File: config.mk
export PLATFORM = sky130hd
export DESIGN_NAME = pwm_break_timer
export DESIGN_NICKNAME = d
export VERILOG_FILES = /design/src/rtl/pwmb_pkg.sv /design/src/rtl/pwmb_timebase.sv /design/src/rtl/pwmb_channel.sv /design/src/rtl/pwmb_break.sv /design/src/rtl/pwm_break_timer.sv
export SDC_FILE = /design/constraint.sdc
export NUM_CORES = 1
export LEC_CHECK = 0
export ABC_AREA = 1
export CAP_MARGIN = 5
export CORE_MARGIN = 4
export CORE_UTILIZATION = 63
export CTS_CLUSTER_SIZE = 20
export DETAILED_ROUTE_END_ITERATION = 10
export GPL_ROUTABILITY_DRIVEN = 0
export GPL_TIMING_DRIVEN = 0
export PLACE_DENSITY = 0.81
export SYNTH_ARGS = -nofsm -noshare
export SYNTH_HDL_FRONTEND = slang
export SYNTH_SLANG_ARGS = --single-unit
File: constraint.sdc
create_clock -name clk -period 3.4 [get_ports clk]
set_clock_uncertainty 0.05 [all_clocks]
set_input_delay 0.68 -clock clk [delete_from_list [all_inputs] [get_ports clk]]
set_output_delay 0.68 -clock clk [all_outputs]
set_load 0.01 [all_outputs]
File: src/rtl/pwmb_pkg.sv
package pwmb_pkg;
   localparam int ADDR_W   = 4;
   localparam int A_CTRL   = 0;
   localparam int A_PSC    = 1;
   localparam int A_RELOAD = 2;
   localparam int A_CMP0   = 3;
   localparam int A_OUTCTL = 7;
   localparam int A_BRK    = 8;
   localparam int A_MOE    = 9;
   localparam int A_UPDATE = 10;
   localparam int OUT_STRIDE = 4;

   typedef struct packed {
      logic cpol;
      logic cen;
      logic pol;
      logic en;
   } chan_ctl_t;
endpackage

File: src/rtl/pwmb_timebase.sv
module pwmb_timebase #(
   parameter int CNT_W = 16,
   parameter int PSC_W = 16
) (
   input  logic             clk,
   input  logic             rst_n,
   input  logic             cnt_en,
   input  logic             ug,
   input  logic             arpe,
   input  logic [PSC_W-1:0] psc_reg,
   input  logic [CNT_W-1:0] arr_reg,
   output logic [CNT_W-1:0] cnt,
   output logic [PSC_W-1:0] psc_cnt,
   output logic             ovf,
   output logic             ue
);
   logic [PSC_W-1:0] psc_act;
   logic [CNT_W-1:0] arr_act;
   logic [CNT_W-1:0] arr_eff;
   logic             tick;

   assign arr_eff = arpe ? arr_act : arr_reg;
   assign tick    = cnt_en && (psc_cnt == psc_act);
   assign ovf     = tick && (cnt == arr_eff);
   assign ue      = ovf || ug;

   always_ff @(posedge clk or negedge rst_n) begin
      if (!rst_n) begin
         psc_cnt <= '0;
         cnt     <= '0;
      end else if (ug) begin
         psc_cnt <= '0;
         cnt     <= '0;
      end else if (cnt_en) begin
         if (tick) begin
            psc_cnt <= '0;
            cnt     <= ovf ? '0 : cnt + 1'b1;
         end else begin
            psc_cnt <= psc_cnt + 1'b1;
         end
      end
   end

   always_ff @(posedge clk or negedge rst_n) begin
      if (!rst_n) begin
         psc_act <= '0;
         arr_act <= '0;
      end else if (ue) begin
         psc_act <= psc_reg;
         arr_act <= arr_reg;
      end
   end
endmodule

File: src/rtl/pwmb_channel.sv
module pwmb_channel
   import pwmb_pkg::*;
#(
   parameter int CNT_W    = 16,
   parameter bit HAS_COMP = 1'b1
) (
   input  logic             clk,
   input  logic             rst_n,
   input  logic [CNT_W-1:0] cnt,
   input  logic             ue,
   input  logic             ccpe,
   input  logic [CNT_W-1:0] ccr_reg,
   input  logic             moe,
   input  chan_ctl_t        ctl,
   output logic             out,
   output logic             out_n
);
   logic [CNT_W-1:0] ccr_act;
   logic [CNT_W-1:0] ccr_eff;
   logic             ref_w;

   always_ff @(posedge clk or negedge rst_n) begin
      if (!rst_n)  ccr_act <= '0;
      else if (ue) ccr_act <= ccr_reg;
   end

   assign ccr_eff = ccpe ? ccr_act : ccr_reg;
   assign ref_w   = cnt < ccr_eff;
   assign out     = (moe && ctl.en) ? (ref_w ^ ctl.pol) : ctl.pol;

   generate
      if (HAS_COMP) begin : g_comp
         assign out_n = (moe && ctl.cen) ? (~ref_w ^ ctl.cpol) : ctl.cpol;
      end else begin : g_nocomp
         logic unused_comp;
         assign unused_comp = ctl.cen ^ ctl.cpol;
         assign out_n = 1'b0 & unused_comp;
      end
   endgenerate
endmodule

File: src/rtl/pwmb_break.sv
module pwmb_break #(
   parameter int FILT_W = 4
) (
   input  logic              clk,
   input  logic              rst_n,
   input  logic              brk_in,
   input  logic              en,
   input  logic              lvl,
   input  logic [FILT_W-1:0] filt,
   output logic              accept
);
   logic [FILT_W-1:0] run;
   logic [FILT_W:0]   need;
   logic              active;

   assign active = en && (brk_in == lvl);
   assign need   = (filt == '0) ? (FILT_W+1)'(1) : {1'b0, filt};
   assign accept = active && (({1'b0, run} + 1'b1) >= need);

   always_ff @(posedge clk or negedge rst_n) begin
      if (!rst_n)       run <= '0;
      else if (!active) run <= '0;
      else if (run != {FILT_W{1'b1}}) run <= run + 1'b1;
   end
endmodule

File: src/rtl/pwm_break_timer.sv
module pwm_break_timer
   import pwmb_pkg::*;
#(
   parameter int NCH      = 4,
   parameter int NBRK     = 2,
   parameter int CNT_W    = 16,
   parameter int PSC_W    = 16,
   parameter int FILT_W   = 4,
   parameter int DATA_W   = 16,
   parameter bit HAS_COMP = 1'b1
) (
   input  logic              clk,
   input  logic              rst_n,
   input  logic              wr_en,
   input  logic [ADDR_W-1:0] wr_addr,
   input  logic [DATA_W-1:0] wr_data,
   input  logic [NBRK-1:0]   brk_in,
   output logic [NCH-1:0]    pwm_out,
   output logic [NCH-1:0]    pwm_out_n
);
   localparam int BRK_FW = 2 + FILT_W;
   localparam int CTL_W  = OUT_STRIDE * NCH;
   localparam int CTRL_W = 2 + NCH;

   generate
      if (NCH < 1 || NCH > 4) begin : g_bad_nch
         $error("NCH must be 1..4");
      end
      if (NBRK < 1 || BRK_FW * NBRK > DATA_W) begin : g_bad_brk
         $error("break setup does not fit the data word");
      end
      if (CNT_W > DATA_W || PSC_W > DATA_W || CTL_W > DATA_W) begin : g_bad_w
         $error("register wider than the data word");
      end
   endgenerate

   logic [CTRL_W-1:0]      ctrl_q;
   logic [PSC_W-1:0]       psc_q;
   logic [CNT_W-1:0]       arr_q;
   logic [CNT_W-1:0]       ccr_q [NCH];
   logic [CTL_W-1:0]       outctl_q;
   logic [BRK_FW*NBRK-1:0] brk_q;
   logic                   moe_q;
   logic                   ug;
   logic [NBRK-1:0]        brk_acc;
   logic [CNT_W-1:0]       cnt;
   logic [PSC_W-1:0]       psc_cnt;
   logic                   ovf;
   logic                   ue;

   assign ug = wr_en && (int'(wr_addr) == A_UPDATE);

   always_ff @(posedge clk or negedge rst_n) begin
      if (!rst_n) begin
         ctrl_q   <= '0;
         psc_q    <= '0;
         arr_q    <= '0;
         outctl_q <= '0;
         brk_q    <= '0;
         for (int k = 0; k < NCH; k++) ccr_q[k] <= '0;
      end else if (wr_en) begin
         if (int'(wr_addr) == A_CTRL)   ctrl_q   <= wr_data[CTRL_W-1:0];
         if (int'(wr_addr) == A_PSC)    psc_q    <= wr_data[PSC_W-1:0];
         if (int'(wr_addr) == A_RELOAD) arr_q    <= wr_data[CNT_W-1:0];
         if (int'(wr_addr) == A_OUTCTL) outctl_q <= wr_data[CTL_W-1:0];
         if (int'(wr_addr) == A_BRK)    brk_q    <= wr_data[BRK_FW*NBRK-1:0];
         for (int k = 0; k < NCH; k++)
            if (int'(wr_addr) == A_CMP0 + k) ccr_q[k] <= wr_data[CNT_W-1:0];
      end
   end

   always_ff @(posedge clk or negedge rst_n) begin
      if (!rst_n)                                       moe_q <= 1'b0;
      else if (|brk_acc)                                moe_q <= 1'b0;
      else if (wr_en && (int'(wr_addr) == A_MOE))       moe_q <= wr_data[0];
   end

   pwmb_timebase #(.CNT_W(CNT_W), .PSC_W(PSC_W)) tb_i (
      .clk(clk), .rst_n(rst_n), .cnt_en(ctrl_q[0]), .ug(ug), .arpe(ctrl_q[1]),
      .psc_reg(psc_q), .arr_reg(arr_q), .cnt(cnt), .psc_cnt(psc_cnt),
      .ovf(ovf), .ue(ue)
   );

   for (genvar k = 0; k < NCH; k++) begin : g_ch
      pwmb_channel #(.CNT_W(CNT_W), .HAS_COMP(HAS_COMP)) ch_i (
         .clk(clk), .rst_n(rst_n), .cnt(cnt), .ue(ue), .ccpe(ctrl_q[2+k]),
         .ccr_reg(ccr_q[k]), .moe(moe_q),
         .ctl(chan_ctl_t'(outctl_q[OUT_STRIDE*k +: OUT_STRIDE])),
         .out(pwm_out[k]), .out_n(pwm_out_n[k])
      );
   end

   for (genvar j = 0; j < NBRK; j++) begin : g_brk
      pwmb_break #(.FILT_W(FILT_W)) brk_i (
         .clk(clk), .rst_n(rst_n), .brk_in(brk_in[j]),
         .en(brk_q[BRK_FW*j]), .lvl(brk_q[BRK_FW*j+1]),
         .filt(brk_q[BRK_FW*j+2 +: FILT_W]), .accept(brk_acc[j])
      );
   end
endmodule

### Word-level counts from Yosys, hierarchy flattened

Cells that the tools add are included.

* add/subtract/negate cells: 6
* multipliers: 0
* divide/modulo/power cells: 0
* order comparisons: 6
* equality and inequality tests: 18
* shift operators: 0
* multiplexer cells: 28
* bitwise gates (word level): 12
* reductions and logical operators: 34

Operators with widths (number)
* 2-to-1 mux 16 bit: 12
* < comparator 16 bit: 4
* adder 16 x 1 -> 16 bit (second input constant): 2
* == test 16 bit: 2
* == test 4 bit (second input constant): 7
* 2-to-1 mux 4 bit: 6
* AND reduction 2 bit: 10
* logical AND 1 bit: 16
* logical NOT 4 bit: 3
* adder 4 x 1 -> 5 bit (second input constant): 2
* greater-or-equal comparator 5 bit: 2
* 2-to-1 mux 1 bit: 10
* adder 4 x 1 -> 4 bit (second input constant): 2
* == test 4 x 3 -> 1 bit (second input constant): 2
* != test 4 bit (second input constant): 2
* bitwise XOR 1 bit: 8
* nonzero test 2 bit: 3
* == test 4 x 2 -> 1 bit (second input constant): 1
* != test 2 bit (second input constant): 2
* inverter 1 bit: 4
* == test 1 bit: 2
* OR reduction 2 bit: 1
* logical OR 1 bit: 1

* flip-flop bits (word level): 267
* bits in latches: 0
* RAM bits: 0
* ROM bits: 0
* bits of input ports: 25
* output and inout port bits: 8
* logic and storage cells: 124
* memories: 0

### Logic depth before layout (Yosys ltp)

* word-level depth: 7
* depth in mapped cells: 18

### By module

A second synthesis with hierarchy kept.

* cell total of the unflattened synthesis: 1949
* area total of the unflattened synthesis: 14506.4 um^2

By module, submodules not included
* pwm_break_timer: instances 1, cells each 528, area each 4988.5 um^2, sequential area each 3278.1 um^2
* pwmb_timebase: instances 1, cells each 648, area each 4156.5 um^2, sequential area each 1601.5 um^2
* pwmb_channel at g_ch[0].ch_i ...: instances 3, cells each 169, area each 1168.6 um^2, sequential area each 400.4 um^2
* pwmb_channel at g_ch[2].ch_i: instances 1, cells each 170, area each 1172.4 um^2, sequential area each 400.4 um^2
* pwmb_break: instances 2, cells each 48, area each 341.6 um^2, sequential area each 100.1 um^2

### Least setup slack after synthesis

Ideal clock, no wire load.

* path kind: reg-to-output
* from: register ctrl_q[3]
* to: output pwm_out_n[1]
* data arrival time: 2449 ps
* path slack: 221 ps
* cell stages (with the launch flop): 16
* cells stage by stage: dfrtp_1 -> clkbuf_1 -> clkbuf_1 -> mux2i_1 -> ha_1 -> a21oi_1 -> nor2_1 -> a211oi_1 -> nand2_1 -> nand2_1 -> nand2_1 -> nand2_1 -> nand2_1 -> nand2_1 -> inv_1 -> buf_4

* word-level cells in the longest chain between the ends: 5

Ends and longest elaborated chain
* from (decl): RTL line pwm_break_timer.sv:37 `logic [CTRL_W-1:0] ctrl_q;`
* 2-to-1 mux 16 bit: RTL line pwmb_channel.sv:27 `assign ccr_eff = ccpe ? ccr_act : ccr_reg;`
* < comparator 16 bit: RTL line pwmb_channel.sv:28 `assign ref_w = cnt < ccr_eff;`
* inverter 1 bit: RTL line pwmb_channel.sv:33 `assign out_n = (moe && ctl.cen) ? (~ref_w ^ ctl.cpol) : ctl.cpol;`
* bitwise XOR 1 bit: RTL line pwmb_channel.sv:33
* 2-to-1 mux 1 bit: RTL line pwmb_channel.sv:33
* to (decl): RTL line pwm_break_timer.sv:19 `output logic [NCH-1:0] pwm_out_n`

No other way between the ends.

### Worst setup path after layout

* from: register ctrl_q[4]
* to: output pwm_out[2]

* word-level cells in the longest chain between the ends: 4

Ends and longest elaborated chain
* 2-to-1 mux 16 bit: RTL line pwmb_channel.sv:27
* < comparator 16 bit: RTL line pwmb_channel.sv:28
* bitwise XOR 1 bit: RTL line pwmb_channel.sv:29 `assign out = (moe && ctl.en) ? (ref_w ^ ctl.pol) : ctl.pol;`
* 2-to-1 mux 1 bit: RTL line pwmb_channel.sv:29
* to (decl): RTL line pwm_break_timer.sv:18 `output logic [NCH-1:0] pwm_out,`

No other way between the ends.

==> metrics.yaml <==
tritoncts: "yes"
drcViolationCount: 0
path_max_fanout: 7
cts_sinks: 267
drv_cap: 0
crit_path_cell_trace: "clkinv_4, buf_6, nand2_1, o21ai_0, ha_2, a21oi_2, nor2_1, a211oi_1, nand2_1, nand2_2, nand4_1, nand2_2, inv_2, buf_6"
maxClockFrequency_ghz: 0.299
required_ns: 2.67
p_leak_uw: 0.00859
top_regs: "ccr_q: 64 flops, g_ch.ch_i.ccr_act: 64 flops"
layout_common_cells: "522 x nand2_1, 260 x dfrtp_1, 174 x inv_1, 156 x o21ai_0, 139 x nand3_1"
synth_warnings: 0
grt_start_max_net_pins: 125
critPathCaptureType: "output port"
die_h_um: 158
antenna_left: 0
grt_first_pass_wirelength_um: 64900
synth_nets: 1874
yosys.area_share.simple_pct: 25.1
dr.first_iter.drc_count: 1315
vias_per_cell: 5.93
synth_largest_area_cell: "dfrtp_1"
synthAdderAreaFrac_pct: 6.38
dr.pass1.iters: 6
period_share_pct: 98.3
status: "finished, final reports clean"
tightestPinTransition_ns: 0.768
cts.clk_slew.worst_paths_ns: 0.06
timing.final.ws_setup_ns: 0.0585
cp_top_family: "simple AND/OR/NAND/NOR gates"
crit_type: "reg -> out"
drive_gt1_share_pct: 10.2
crit_buf_inv: 4
synthXorXnorAreaFrac_pct: 2.79
die-area_um2: 24900
boundaryPins: 33
cts_max_path_buffers: 3
synthMuxAreaShare_pct: 2.13
root_buffer: "clkbuf_16"
setup-tns-final_ns: 0
diodes: 0
routedWlPerCell_um: 19.1
cp_slowest_cell: "dfrtp_2"
start_util_pct: 64.3
h-tree-depth: 1
slew_viol_final: 0
die_w_um: 158
ys_seq_area_share_pct: 47.3
clk-insertion-delay-late_ns: 0.56
ff2ff_setup_slack_ns: 0.65
dp_slack_ns: -0.789
syn-cell-area_um2: 14100
cp-start-kind: "flop"
final_common_cell: "nand2_1"
synth_top_family_by_area: "simple AND/OR/NAND/NOR gates"
setup_viol: 0
hold_viol: 0
syn_area_per_cell_um2: 7.94
num_vias: 12800
core_area_um2: 22000
hold_buffers: 0
register_area_um2: 6690
num_rows: 54
ys_types: 30
fill_cells: 1585
finalCriticalPeriod_ns: 3.34
io_buffers: 32
synth.area.top_cells: "dfrtp_1 47%, nand2_1 14%, ha_1 6.4%, o21ai_0 6.3%, nand3_1 5.1%"
peakVddDrop_mv: 0.462
synth.top_cell.area_share_pct: 47.3
holdCritPathClass: "in -> async"
grt_antenna_before_repair: 0
power.density_nw_per_um2: 638
multi_input_area_um2: 6620
slowest_delay_ns: 0.41
routed_wl_um: 41200
nets: 1947
ys_ff_latch: 267
syn2layout_area_growth_pct: 16.4
cp.arrival_ns: 2.61
synth_compound_area_share_pct: 8.63
hpwlAfterDp_um: 26900
rsz0062_at_grt: "true"
synth_cells: 1777
overflow: 0
worst_slew_margin_rel_pct: 48.8
cts_buffers: 29
grt_usage_pct: 33.3
grt_pass1_vias: 12400
[kinds of logic (layout without fill, tap and decap cells)]
group	Yosys count	after routing
fa+ha+maj	72	72
mux	30	30
buf+inv	268	364
simple gates	855	855
flops	267	267
xor+xnor	45	45
compound gates	240	240
[cell type report]
type,instances,area share [%]
clock buffer,33,4.63
sequential,267,40.7
inverter,180,4.16
buffer,78,2.70
clock inverter,21,1.88
multi-input combinational,1242,40.3
timing repair buffer,52,3.50
tap,280,2.13
[per-layer routing]
| metal | wire (µm) | up-vias | share of wire (%) | GRT usage (%) |
|---|---|---|---|---|
| li1 | - | 5891 | - | - |
| met1 | 15900 | 6066 | 39 | 44.8 |
| met2 | 18500 | 660 | 45 | 52.0 |
| met3 | 4480 | 151 | 11 | 7.27 |
| met4 | 2250 | 0 | 5.5 | 15.8 |
| met5 | 0 | - | 0 | 0 |
[where the power goes]
| part | switching (µW) | internal (µW) |
|---|---|---|
| sequential | 514 | 3860 |
| clock | 1370 | 2150 |
| combinational | 1500 | 1080 |
[metrics by stage]
stage / hold WS [ns] / power, µW / utilization (%) / area (µm²) / std cells
2_1_floorplan: 0.334 / 5900 / - / 14100 / 1777
3_3_place_gp: 0.395 / 6510 / 67.3 / 14800 / 2089
3_5_place_dp: 0.404 / 6640 / 67.6 / 14800 / 2091
4_1_cts: 0.0342 / 10300 / 73.8 / 16200 / 2156
5_1_grt: 0.0577 / 11000 / 74.8 / 16400 / 2153
6_report: 0.0208 / 10500 / 74.8 / 16400 / 2153
[cells in the mapped netlist]
cell and instances:
nand2_1 544, dfrtp_1 267, inv_1 179, o21ai_0 177, nand3_1 145, nor2_1 98
ha_1 72, clkbuf_1 58, a21oi_1 46, xor2_1 39, mux2i_1 30, nand4_1 30
nor3_1 25, buf_2 15, buf_4 12, o21ai_1 11, xnor2_1 6, nor3b_1 5
a211oi_1 4, a31o_2 2, buf_1 2, or2_2 2, and3_1 1, buf_6 1
clkinv_1 1, nand2_2 1, nand3_2 1, nand3b_1 1, nor4_1 1, or3_1 1
[worst paths after layout]
kind / cells past startpoint / from / to
worst min-delay path: 1 / rst_n / tb_i.psc_cnt[14]
worst max register to register: 10 / tb_i.cnt[6] / g_ch[1].ch_i.ccr_act[14]
max in group asynchronous: 3 / rst_n / g_ch[2].ch_i.ccr_act[7]
worst max-delay path: 14 / ctrl_q[4] / pwm_out[2]
worst min register to register: 2 / ccr_q[8] / g_ch[3].ch_i.ccr_act[8]
min in group clk: 2 / ccr_q[8] / g_ch[3].ch_i.ccr_act[8]
[what timing repair did]
action | CTS | global route
resized for setup | 100 | 86
setup endpoints to repair | 8 | 8
buffers inserted | 12 | 2
cloned | 6 | 1
pin swaps | 35 | 69
No activity file was read; power rests on OpenSTA's default activity.
